<file path="src/rtl/tmr_vote_pkg.sv">
package tmr_vote_pkg;

  // Default field widths of one monitoring lane
  localparam int DEF_CORE_W = 23;
  localparam int DEF_SYS_W  = 133;
  localparam int N_LANES    = 3;

  // Two-out-of-three majority of one bit position
  function automatic logic maj_bit(input logic a, input logic b, input logic c);
    return (a & b) | (b & c) | (a & c);
  endfunction

  // A lane disagrees with the vote at one bit position
  function automatic logic miss_bit(input logic lane, input logic vote);
    return lane ^ vote;
  endfunction

endpackage

</file>
<file path="src/rtl/tmr_maj_voter.sv">
module tmr_maj_voter
  import tmr_vote_pkg::*;
#(
  parameter int W = 156
) (
  input  logic [W-1:0] in_a,
  input  logic [W-1:0] in_b,
  input  logic [W-1:0] in_c,
  output logic [W-1:0] vote
);

  // One independent voter per bit position
  for (genvar k = 0; k < W; k++) begin : g_bit
    assign vote[k] = maj_bit(in_a[k], in_b[k], in_c[k]);
  end

endmodule

</file>
<file path="src/rtl/tmr_lane_compare.sv">
module tmr_lane_compare
  import tmr_vote_pkg::*;
#(
  parameter int W = 156
) (
  input  logic [W-1:0] lane,
  input  logic [W-1:0] vote,
  output logic [W-1:0] diff,
  output logic         nonzero
);

  for (genvar k = 0; k < W; k++) begin : g_bit
    assign diff[k] = miss_bit(lane[k], vote[k]);
  end

  assign nonzero = |diff;

endmodule

</file>
<file path="src/rtl/tmr_reset_resolver.sv">
module tmr_reset_resolver #(
  parameter int LANES = 3
) (
  input  logic             clk,
  input  logic             rst,
  input  logic [LANES-1:0] lane_bad,
  output logic [LANES-1:0] req
);

  always_ff @(posedge clk) begin
    if (rst) req <= '0;
    else     req <= lane_bad;
  end

  // a lane flagged in one cycle is requested in the next, and only then
  a_r5_req_tracks_flag: assert property (@(posedge clk) disable iff (rst)
    1'b1 |=> (req == $past(lane_bad)));

  // reset clears every request
  a_r8_req_cleared: assert property (@(posedge clk)
    rst |=> (req == '0));

endmodule

</file>
<file path="src/rtl/tmr_bus_voter.sv">
module tmr_bus_voter
  import tmr_vote_pkg::*;
#(
  parameter int CORE_W = DEF_CORE_W,
  parameter int SYS_W  = DEF_SYS_W,
  localparam int BUS_W = CORE_W + SYS_W
) (
  input  logic             clk,
  input  logic             rst,
  input  logic [BUS_W-1:0] lane0_bus,
  input  logic [BUS_W-1:0] lane1_bus,
  input  logic [BUS_W-1:0] lane2_bus,
  output logic [BUS_W-1:0] voted_bus,
  output logic [BUS_W-1:0] lane0_diff,
  output logic [BUS_W-1:0] lane1_diff,
  output logic [BUS_W-1:0] lane2_diff,
  output logic [2:0]       req_reset
);

  // Named internal events
  logic [BUS_W-1:0]   lane_in [N_LANES];
  logic [BUS_W-1:0]   vote_c;
  logic [BUS_W-1:0]   diff_c  [N_LANES];
  logic [N_LANES-1:0] lane_bad_c;
  logic [BUS_W-1:0]   diff_q  [N_LANES];
  logic               all_agree_c;

  assign lane_in[0] = lane0_bus;
  assign lane_in[1] = lane1_bus;
  assign lane_in[2] = lane2_bus;

  tmr_maj_voter #(.W(BUS_W)) u_voter (
    .in_a (lane0_bus),
    .in_b (lane1_bus),
    .in_c (lane2_bus),
    .vote (vote_c)
  );

  for (genvar g = 0; g < N_LANES; g++) begin : g_lane
    tmr_lane_compare #(.W(BUS_W)) u_cmp (
      .lane    (lane_in[g]),
      .vote    (vote_c),
      .diff    (diff_c[g]),
      .nonzero (lane_bad_c[g])
    );

    always_ff @(posedge clk) begin
      if (rst) diff_q[g] <= '0;
      else     diff_q[g] <= diff_c[g];
    end
  end

  assign all_agree_c = (lane0_bus == lane1_bus) && (lane1_bus == lane2_bus);

  always_ff @(posedge clk) begin
    if (rst) voted_bus <= '0;
    else     voted_bus <= vote_c;
  end

  assign lane0_diff = diff_q[0];
  assign lane1_diff = diff_q[1];
  assign lane2_diff = diff_q[2];

  tmr_reset_resolver #(.LANES(N_LANES)) u_resolver (
    .clk      (clk),
    .rst      (rst),
    .lane_bad (lane_bad_c),
    .req      (req_reset)
  );

  // two equal lanes outvote the third, one cycle later
  a_r2_pair_wins: assert property (@(posedge clk) disable iff (rst)
    (lane0_bus == lane1_bus) |=> (voted_bus == $past(lane0_bus)));

  // each registered report rebuilds its lane from the vote
  a_r4_diff_rebuilds_lane: assert property (@(posedge clk) disable iff (rst)
    1'b1 |=> (((voted_bus ^ lane0_diff) == $past(lane0_bus)) &&
              ((voted_bus ^ lane1_diff) == $past(lane1_bus)) &&
              ((voted_bus ^ lane2_diff) == $past(lane2_bus))));

  // the request lines agree with the registered reports
  a_r5_req_matches_diff: assert property (@(posedge clk) disable iff (rst)
    1'b1 |=> (req_reset == {|lane2_diff, |lane1_diff, |lane0_diff}));

  // a lone outvoted lane 0 is the only one named
  a_r5_lone_fault: assert property (@(posedge clk) disable iff (rst)
    ((lane1_bus == lane2_bus) && (lane0_bus != lane1_bus)) |=> (req_reset == 3'b001));

  // full agreement gives no report and no request
  a_r9_quiet_when_equal: assert property (@(posedge clk) disable iff (rst)
    all_agree_c |=> ((req_reset == 3'b000) && (lane0_diff == '0) &&
                     (lane1_diff == '0) && (lane2_diff == '0)));

  // reset clears the bus outputs
  a_r8_outputs_cleared: assert property (@(posedge clk)
    rst |=> ((voted_bus == '0) && (lane0_diff == '0) &&
             (lane1_diff == '0) && (lane2_diff == '0)));

endmodule

</file>
<file path="config.mk">
export PLATFORM = sky130hd
export DESIGN_NAME = tmr_bus_voter
export DESIGN_NICKNAME = d
export VERILOG_FILES = /design/src/rtl/tmr_vote_pkg.sv /design/src/rtl/tmr_maj_voter.sv /design/src/rtl/tmr_lane_compare.sv /design/src/rtl/tmr_reset_resolver.sv /design/src/rtl/tmr_bus_voter.sv
export SDC_FILE = /design/constraint.sdc
export NUM_CORES = 1
export LEC_CHECK = 0
export ABC_AREA = 0
export BUFFER_PORTS_ARGS = -buffer_cell sky130_fd_sc_hd__buf_2
export CORE_AREA = 2 2 433 435
export DETAILED_ROUTE_END_ITERATION = 10
export DIE_AREA = 0 0 435 437
export PLACE_DENSITY = 0.34
export SLEW_MARGIN = 20
export SYNTH_ARGS = -nofsm -noshare
export SYNTH_HDL_FRONTEND = slang
export SYNTH_SLANG_ARGS = --single-unit
</file>
<file path="constraint.sdc">
create_clock -name clk -period 2.26 [get_ports clk]
set_input_delay 0.113 -clock clk [delete_from_list [all_inputs] [get_ports clk]]
set_output_delay 0.113 -clock clk [all_outputs]
set_load 0.05 [all_outputs]
</file>
# After elaboration in Yosys (flattened, before gate mapping)
# Memories as Yosys holds them, arrays and structs flattened.
# Cells that the tools add are included.
# word_totals
ram_bits	468
mem_count	1
elab_cells	1263
output_inout_bits	627
regBits	159
inputBits	470
# memory_table
name	depth	width	read_ports	rd_ports_with_merged_regs	write_ports	line	rtl
diff_q	3	156	3	0	3	tmr_bus_voter.sv:25	logic [BUS_W-1:0] diff_q [N_LANES];
# op_classes
n_reduce_logical	3
bitwise_logic	1251
n_mux	6
# ops
op	n
1-bit bitwise AND	468
156-bit two-way mux	3
156-bit OR reduction	3
1-bit XOR	468
1-bit OR	315
1-bit two-way mux	3

# Longest topological paths before layout
# depth
ltp_word	5
depth_mapped	6
ltp_nobuf	6

# By module
# Synthesis repeated with hierarchy kept, for this count alone.
# unflattened
hier_cells	2106
hier_area_um2	23612.6
# by_module_without_submodules
module	n_inst	cells_per_inst	area_per_inst_um2	seq_area_each_um2
tmr_bus_voter	1	1317	16698.5	12492.0
tmr_lane_compare	3	209	1692.9	0.0
tmr_maj_voter	1	156	1756.7	0.0
tmr_reset_resolver	1	6	78.8	60.1

# Worst setup path before layout
# OpenSTA, ideal clock, no wires.
# synth_timing
path_kind	input to register
startpoint	in lane0_bus[21]
endpoint	reg u_resolver.req[2]
setup_ns	0.120
cell_stages	6
setup_slack_ns	0.532
t_arrival_ns	1.609
n_path_buf	0
required_time_ns	2.140
path_cell_list	nor2b_1 a2111o_1 nor4_2 nand4_1 or3_1 o31a_1
# synth_between
elab_chain_cells	5
elab_cells_between_ends	6
# synth_rtl
element	line	rtl
from (decl)	tmr_bus_voter.sv:10	input logic [BUS_W-1:0] lane0_bus,
1-bit bitwise AND	tmr_vote_pkg.sv:10	return (a & b) | (b & c) | (a & c);
1-bit OR	tmr_vote_pkg.sv:10	
1-bit OR (*)	tmr_vote_pkg.sv:10	
1-bit XOR (*)	tmr_vote_pkg.sv:15	return lane ^ vote;
156-bit OR reduction (*)	tmr_lane_compare.sv:16	assign nonzero = |diff;
to (signal assigned)	tmr_reset_resolver.sv:12	else req <= lane_bad;
to (decl)	tmr_reset_resolver.sv:7	output logic [LANES-1:0] req
# Every way passes the cells marked *; elsewhere a longest branch is shown, timed or not.
# A chain may end at the register's enable or synchronous reset.

# Final worst setup path
# layout_timing
startpoint	in lane0_bus[83]
endpoint	reg u_resolver.req[2]
# Same word-level chain as after synthesis.

==> impl_results.md <==
- Placer Congestion: 0.9005
- Final ANT Viol Nets: 0
- Final Max Slew Viols: 0
- Layout cells sized above 1: 34.05%
- Clock Power Share: 42.2%
- Hpwl dp: 179,000 um
- Area of the core: 185,000 sq um
- Internal power: 24.16 mW
- Met2 routed WL: 106,600 um
- Worst hold path depth: 3
- Cell count after synthesis: 2,924
- Register clock-pin slew on the reported worst setup and hold paths: 0.06 ns
- CTS Sinks: 627
- Worst Path Max Fanout: 7
- Hold wc startpoint: lane1_bus[143]
- FP Rows: 158
- Maximum vdd drop: 512.9 uV
- Via density: 4.176
- Total power: 36.41 mW
- Starting DRC count in detailed routing: 2,001
- Htree depth: 3
- Number of global-route vias before repair: 32,840
- Final net count: 5,869
- Top sig layer: met5
- Post-Syn Area per Cell: 9.038 sq um
- Synth unique cells: 35
- Area Growth Syn to Fin: 93.85%
- Combinational share of power: 25.3%
- Most frequent cells in the layout: buf_2 (1,091), dlygate4sd3_1 (1,032), dfxtp_1 (627), a21oi_1 (378), o21ai_0 (318)
- Sequential fraction of the synthesis area: 47.50%
- Synth Register Bits: 627
- Final Setup Violations: 2
- Arr. time, crit path: 2.89 ns
- Die area: 190,100 sq um
- Most common cell after layout, fill and taps aside: buf_2
- Max Fclk: 440.0 MHz
- Initial antenna violation count: 44
- Reg power frac: 32.5%
- Synth warn: 0
- WS Path Type: input pin to flop
- Clk root buf: clkbuf_16
- Status: complete, but fails checks
- Die height: 437 um
- Final instance area: 51,230 sq um
- WL final: 216,000 um
- GRT Overall Usage: 21.91%
- Largest net degree at the start of global routing: 82
- EDFF count, synth: 0
- Failing checks: negative setup slack
- WP data required: 2.87 ns
- Switching share of power: 33.64%
- Fillers: 20,270
- Cell Area, Synth: 26,430 sq um
- Worst-margin pin slew: 1.082 ns
- CTS tree: built
- M1 WL: 86,270 um
- Minimum clock period: 2.273 ns
- Leakage: 22.33 nW
- CP Capture Type: flop
- Met3 Wirelength: 13,530 um
- CP startpoint kind: input pin
- Wirelength per Cell: 27.07 um
- HP Class: input pin to flop
- Initial Util: 14.28%
- Via count: 33,310
- Hold path endpoint: diff_q[0][143]$_SDFF_PP0_
- Pwr per Cell Area: 710.7 nW/um^2
- RSZ-0062 raised after global routing: true
- DR pass1 iterations: 6
- Port Buf Inserts: 1,096
- Num CTS Buffers: 91
- GRT Residual Overflow: 0
- Ys async rst share: 0%
- Placed inst area: 37,440 sq um
- First-pass GRT wire length: 283,500 um
- Final worst path period share: 100.6%
- Io pins: 1,097
- Final hold vios: 0
- Relative slew slack: 27.13%
- Drt drc: 0
- Die span in x: 435 um
- Final setup margin: -0.01290 ns
- Max_cap viols: 0
- Top FF cell, synth: dfxtp_1
- Net count after synthesis: 3,394
- Max Root-Sink Buffers: 3
- Sw power: 12.25 mW
-- what timing repair did --
| item | 4_1_cts | 5_1_grt |
|---|---|---|
| pin swaps | 0 | 16 |
| setup endpoints to repair | 1 | 3 |
| resized for setup | 1 | 51 |
| endpoints found under the hold margin | 572 | 1 |
| setup buffers | 0 | 1 |
| hold buffers | 1034 | 1 |
-- cells by family after synthesis --
| group | after synthesis | share of synthesized area, % |
|---|---|---|
| buffers and inverters | 70 | 0.9942 |
| AND/OR/NAND/NOR | 1439 | 35.44 |
| AO/OA/AOI/OAI | 757 | 14.85 |
| multiplexers | 31 | 1.226 |
| flip-flops | 627 | 47.50 |
-- worst max-delay path by stage --
| stage | from | to | slack (ns) |
|---|---|---|---|
| 2_1_floorplan | lane0_bus[21] | u_resolver.req[2]$_SDFF_PP0_ | 0.53 |
| 3_3_place_gp | lane0_bus[143] | u_resolver.req[0]$_SDFF_PP0_ | -0.95 |
| 3_5_place_dp | lane0_bus[143] | u_resolver.req[0]$_SDFF_PP0_ | -0.97 |
| 4_1_cts | lane2_bus[96] | u_resolver.req[2]$_SDFF_PP0_ | 0.007 |
| 5_1_grt | lane2_bus[154] | u_resolver.req[1]$_SDFF_PP0_ | -0.09 |
| 6_report | lane0_bus[83] | u_resolver.req[2]$_SDFF_PP0_ | -0.01 |
-- power by group through the flow --
| stage | combinational, mW | sequential (mW) | clock (mW) |
|---|---|---|---|
| floorplan | 1.56 | 14.2 | 0 |
| global route | 9.77 | 11.9 | 16.2 |
| global placement | 7.75 | 12.1 | 0 |
| detailed placement | 7.76 | 12.1 | 0 |
| CTS | 9.29 | 11.8 | 15.9 |
| finish | 9.23 | 11.8 | 15.3 |
-- sequential cells by signal, summed over array words and instances (netlist names) --
| register | flops |
|---|---|
| diff_q | 468 |
| u_resolver.req | 3 |
| voted_bus | 156 |
-- final cells by class --
cell class              count  area [sq um]  share of cell area [%]
diodes                     29         72.57                  0.1417
multi-input cells        2227         13930                   27.18
inverters                   1         11.26                 0.02198
well taps                2480          3103                   6.057
flip-flops and latches    627         12550                   24.50
repair buffers           2451         18450                   36.02
clock buffers             128          2648                   5.168
clock inverters            34         466.7                  0.9110
-- through the flow --
step           instances  setup WS (ns)   TNS, ns  hold WS, ns  utilization [%]
2_1_floorplan       2924         0.5315         0       0.2537                -
6_report            7977       -0.01290  -0.01592      0.01027            27.69
3_5_place_dp        6755        -0.9702    -1.869       0.4231            20.23
3_3_place_gp        6755        -0.9457    -1.924       0.4247            20.23
4_1_cts             7951       0.006501         0     0.002162            27.51
5_1_grt             7958       -0.08645   -0.1024      0.02322            27.66
-- critical path: stages --
cell and delay [ns]:
dlygate4sd3_1 0.53, buf_2 0.15, nand3b_1 0.39, nand4_1 0.17, buf_4 0.17, nor4_1 0.29
buf_4 0.16, nand4_1 0.12, buf_4 0.19, or3_1 0.31, o31a_1 0.29
-- layer usage --
layer	vias up	track usage (%)
li1	15680	-
met1	16160	25.23
met2	1186	38.71
met3	286	5.155
met4	4	8.983
met5	-	0
-- synth_stat cells, types with 5 or more instances --
| library cell | instances | area share [%] |
|---|---|---|
| or3b_2 | 243 | 8.1 |
| nand3b_1 | 222 | 6.3 |
| nor4_1 | 87 | 2.1 |
| o21a_1 | 40 | 1.1 |
| or3b_1 | 28 | 0.93 |
| nor2b_1 | 54 | 1.3 |
| mux2i_1 | 20 | 0.76 |
| and3b_1 | 24 | 0.80 |
| nand2b_1 | 90 | 2.1 |
| mux2_2 | 11 | 0.47 |
| o21ai_0 | 331 | 6.3 |
| nor3b_1 | 54 | 1.5 |
| and2_1 | 201 | 4.8 |
| a21oi_1 | 378 | 7.2 |
| buf_1 | 5 | 0.071 |
| nor2_1 | 149 | 2.1 |
| clkbuf_1 | 64 | 0.91 |
| nand4_1 | 118 | 2.8 |
| nand2_1 | 157 | 2.2 |
| dfxtp_1 | 627 | 47 |
(Power assumes the default switching activity.)
